==> config.mk <==
export PLATFORM = sky130hd
export DESIGN_NAME = cfc_select_cmp
export DESIGN_NICKNAME = d
export VERILOG_FILES = /design/src/rtl/cfc_pkg.sv /design/src/rtl/cfc_select_cmp.sv
export SDC_FILE = /design/constraint.sdc
export NUM_CORES = 1
export LEC_CHECK = 0
export ABC_AREA = 1
export BUFFER_PORTS_ARGS = -buffer_cell sky130_fd_sc_hd__buf_2
export CAP_MARGIN = 20
export CORE_MARGIN = 2
export CORE_UTILIZATION = 38
export DETAILED_ROUTE_END_ITERATION = 8
export PLACE_DENSITY = 0.82
export SLEW_MARGIN = 5
export SYNTH_ARGS = -nofsm -noshare
export SYNTH_HDL_FRONTEND = slang
export SYNTH_SLANG_ARGS = --single-unit
==> constraint.sdc <==
create_clock -name vclk -period 1.5
set_clock_uncertainty 0.1 [all_clocks]
set_input_delay 0.3 -clock vclk [all_inputs]
set_output_delay 0.3 -clock vclk [all_outputs]
set_load 0.05 [all_outputs]
==> src/rtl/cfc_pkg.sv <==
package cfc_pkg;
  localparam int CFC_NUM_SLOTS = 2;

  typedef enum logic {
    SLOT_FALL  = 1'b0,
    SLOT_TAKEN = 1'b1
  } cfc_slot_e;

  // Maps the resolved branch outcome to the slot holding its expectation.
  function automatic cfc_slot_e slot_for_outcome(input logic taken);
    return taken ? SLOT_TAKEN : SLOT_FALL;
  endfunction
endpackage

==> src/rtl/cfc_select_cmp.sv <==
module cfc_select_cmp
  import cfc_pkg::*;
#(
  parameter int SIG_W = 16
) (
  input  logic [CFC_NUM_SLOTS-1:0][SIG_W-1:0] slot_q,
  input  logic                                took_branch,
  input  logic [SIG_W-1:0]                    arrive_sig,
  output logic [SIG_W-1:0]                    expected_sig,
  output logic                                sig_differs
);
  function automatic logic differs(input logic [SIG_W-1:0] a, input logic [SIG_W-1:0] b);
    return |(a ^ b);
  endfunction

  always_comb begin
    expected_sig = slot_q[slot_for_outcome(took_branch)];
    sig_differs  = differs(expected_sig, arrive_sig);
  end
endmodule

; ---- Yosys cells after proc, flatten, opt, wreduce, memory -nomap -nowiden
; Index checks and enable logic that the tools add are counted.
[totals]
in_bits = 49
elab_cells = 6
register_bits = 0
output_inout_bits = 17
[classes]
order_cmp = 1
muxes = 3
n_bitwise = 1
reduce_logical = 1
[ops]
columns = op, n
row1 = $mux W16, 2
row2 = $reduce_or A16 Y1, 1
row3 = $xor A16 B16 Y16, 1
row4 = $lt A1 B2 Y1 const B, 1
row5 = $mux W1, 1

; ---- Depth between registers and ports, before layout
[depth]
word_depth = 5
depth_mapped = 11

; ---- Worst setup path before layout
; Ideal clock, no wire load.
[synth_timing]
kind = input -> output
from = in took_branch
to = out sig_differs
slack_ns = -0.536
n_path_buf = 2
arrival_time_ns = 1.636
required_time_ns = 1.100
path_stages = 10
path_cell_list = buf_6 clkbuf_8 nand2_1 nand2_1 nand2_1 nand2_1 nor2_1 nand2_1 nor2_1 nand2_1
[synth_between]
elab_chain_len = 5
[synth_rtl]
columns = element, line
row1 = start: declaration, cfc_select_cmp.sv:7  ; input logic took_branch,
row2 = $mux W1, cfc_pkg.sv:11  ; return taken ? SLOT_TAKEN : SLOT_FALL;
row3 = $mux W16 (implied by the code) (2 in series), cfc_select_cmp.sv:17  ; expected_sig = slot_q[slot_for_outcome(took_branch)];
row4 = named net expected_sig[11], cfc_select_cmp.sv:9  ; output logic [SIG_W-1:0] expected_sig,
row5 = $xor A16 B16 Y16, cfc_select_cmp.sv:13  ; return |(a ^ b);
row6 = $reduce_or A16 Y1, cfc_select_cmp.sv:13
row7 = end: declaration, cfc_select_cmp.sv:10  ; output logic sig_differs
; The timed path passes the listed nets, and every way through them passes these cells. The select of a mux whose other input is x is not followed.

; ---- Worst setup path in the final report
[layout_timing]
from = in took_branch
to = out sig_differs
[layout_between]
elab_chain_len = 5
[layout_rtl]
columns = element, line
row1 = $mux W1, cfc_pkg.sv:11
row2 = $mux W16 (implied by the code) (2 in series), cfc_select_cmp.sv:17
row3 = $xor A16 B16 Y16, cfc_select_cmp.sv:13
row4 = $reduce_or A16 Y1, cfc_select_cmp.sv:13
; Every way passes these cells. The select of a mux whose other input is x is not followed.

==> reports/metrics.yaml <==
routing:
  routed_wl_mm: 2.37
  vias_per_cell: 4.79
  ant_nets: 0
  route.detailed.drc: 0
  drt_iter0_markers: 4
  wl_per_cell_um: 10.7
  via_count: 1064
  dr.pass1.iters: 4
run_status:
  violations: "negative setup slack"
  status: "finished with violations"
placed_design:
  port_buffers: 66
  dp_hpwl_mm: 1.91
  pre_cts_slack_ns: -0.479
  globalplace.congestion: 0.817
synth:
  yosysWarnings: 0
  synth_cell_types: 10
  ys_seq_area_frac: 0
  syn_nets: 184
  synth_area_um2: 644
  syn_avg_cell_area_um2: 4.77
  syn_inst: 135
grt:
  grt_use_met2: 0.460
  overflow: 0
  grt_pass1_vias: 956
  grt_pass1_wl_mm: 3.59
  antenna_found_initial: 0
  top_usage_layer: "met2"
  grt_use_met3: 0.0160
  grt_start_max_net_pins: 10
  use_met1: 0.260
  grtUsageTotal: 0.228
worst_setup_path:
  critical-path-top-delay-family: "simple AND/OR/NAND/NOR gates"
  worstSetupPathType: "primary input to output port"
  worst-path-buf-inv: 4
  cp.depth: 11
  crit_required_ns: 1.10
  cpMostUsedCell: "nand2_1"
  critPathLaunch: "took_branch"
  slowest_delay_ns: 0.15
  crit_chain: "buf_12 -> inv_8 -> buf_12 -> nand2_1 -> nand3_1 -> nand2_1 -> nor2_1 -> nand2_1 -> nor2_2 -> nand2_2 -> buf_8"
  cp_max_fo: 6
  slowest_stage: "buf_8"
  critPathCapture: "sig_differs"
  cp-start-kind: "primary input"
  arrival_ns: 1.34
  crit_path_end_kind: "output port"
timing:
  setup_viol: 1
  fin_crit_sh: 1.16
  finalSetupTns_ns: -0.236
  max_slew_margin: 0.832
  min_period_ns: 1.74
  rsz0062_at_grt: "true"
  hold_viol: 0
  tightest_slew_ns: 0.253
  setup_ws_ns: -0.236
  slew_viol_final: 0
  clock.fmax_ghz: 0.576
floorplan:
  initial_core_util: 0.418
  rows: 14
  die_w_um: 45.2
  die_area_mm2: 0.00204
  die_h_um: 45.2
  ios: 66
  core_area_mm2: 0.00154
hold_path:
  hold_path.class: "primary input to output port"
flow_run:
  cap_violations: 0
cells_and_area:
  nNetsFinal: 257
  antennaDiodeCount: 0
  syn_to_final_growth_pct: 110
  drive_above_1_share: 0.583
  seq_area_um2: 0
  seq_cell_count: 0
  nClkBuffers: 0
clocking:
  cts_hold_buf: 0
power_and_ir_drop:
  ir_worst_vdd_v: 0.000274
  p_leak_nw: 0.830
  p_per_area_mw_per_mm2: 387
==> per-stage QoR <==
stage | area, um^2 | util | hold WS (ns) | total power, mW | cells
after floorplan | 860 | - | 0.640 | 0.340 | 135
after global placement | 1210 | 0.787 | 0.914 | 0.467 | 219
after detailed placement | 1210 | 0.787 | 0.925 | 0.477 | 219
after CTS | 1290 | 0.837 | 0.925 | 0.499 | 222
after global routing | 1350 | 0.877 | 0.943 | 0.562 | 222
final | 1350 | 0.877 | 0.924 | 0.523 | 222
==> synth_stat cells <==
cell type  count  area share
nor2_1        10       0.058
nand2_4        7        0.12
inv_8          1       0.017
nand2_1       70        0.41
buf_12         1       0.031
buf_6          1       0.017
nand2_2        9       0.087
nand3_1       17        0.13
clkbuf_8       1       0.021
inv_1         18        0.10
==> final cells by class <==
| cell class | count | area (um^2) |
|---|---|---|
| Fill cell | 89 | 189 |
| Inverter | 19 | 78.8 |
| Multi-Input combinational cell | 113 | 796 |
| Tap cell | 16 | 20.0 |
| Timing Repair Buffer | 73 | 452 |
| Timing Repair inverter | 1 | 6.26 |
==> per-layer routing <==
layer / wire, um / part of all wire
met5: 0 / 0
met4: 17 / 0.0072
met3: 174 / 0.074
met2: 1310 / 0.55
met1: 866 / 0.37
==> report_power, final <==
part	switching [mW]	leakage (nW)	internal, mW
Clock	0	0	0
Combinational	0.330	0.830	0.193
Sequential	0	0	0
==> worst min-delay path, stage by stage <==
cell and delay (ns):
buf_2 0.11, nand2_4 0.06, nand2_2 0.05, buf_2 0.20
==> worst min path at each step <==
stage / from / to / depth (start not counted)
3_5_place_dp: slot_q[2] / expected_sig[2] / 4
6_report: slot_q[24] / expected_sig[8] / 4
3_3_place_gp: slot_q[2] / expected_sig[2] / 4
2_1_floorplan: slot_q[27] / expected_sig[11] / 2
4_1_cts: slot_q[2] / expected_sig[2] / 4
5_1_grt: slot_q[24] / expected_sig[8] / 4
==> what timing repair did <==
| item | CTS | global route |
|---|---|---|
| pin swaps | 4 | 11 |
| endpoints found under the hold margin | 0 | 0 |
| setup endpoints to repair | 13 | 2 |
| buffers inserted | 2 | 0 |
| cloned | 1 | 0 |
| resized for setup | 14 | 13 |
==> layout by cell type (no fill, tap or decap) <==
master     n
buf_12     4
buf_2     63
buf_4      3
buf_6      1
buf_8      1
clkbuf_4   1
inv_1     18
inv_4      1
inv_8      1
nand2_1   45
nand2_2   15
nand2_4   14
nand2_8   12
nand3_1   16
nand3_2    1
nor2_1     7
nor2_2     3
==> kinds of logic (layout without fill, tap and decap cells) <==
family / after synthesis / count (layout) / synth area share
AND/OR/NAND/NOR: 113 / 113 / 0.808
buffers and inverters: 22 / 93 / 0.192
Note: power is estimated with default switching activity, not from simulation.
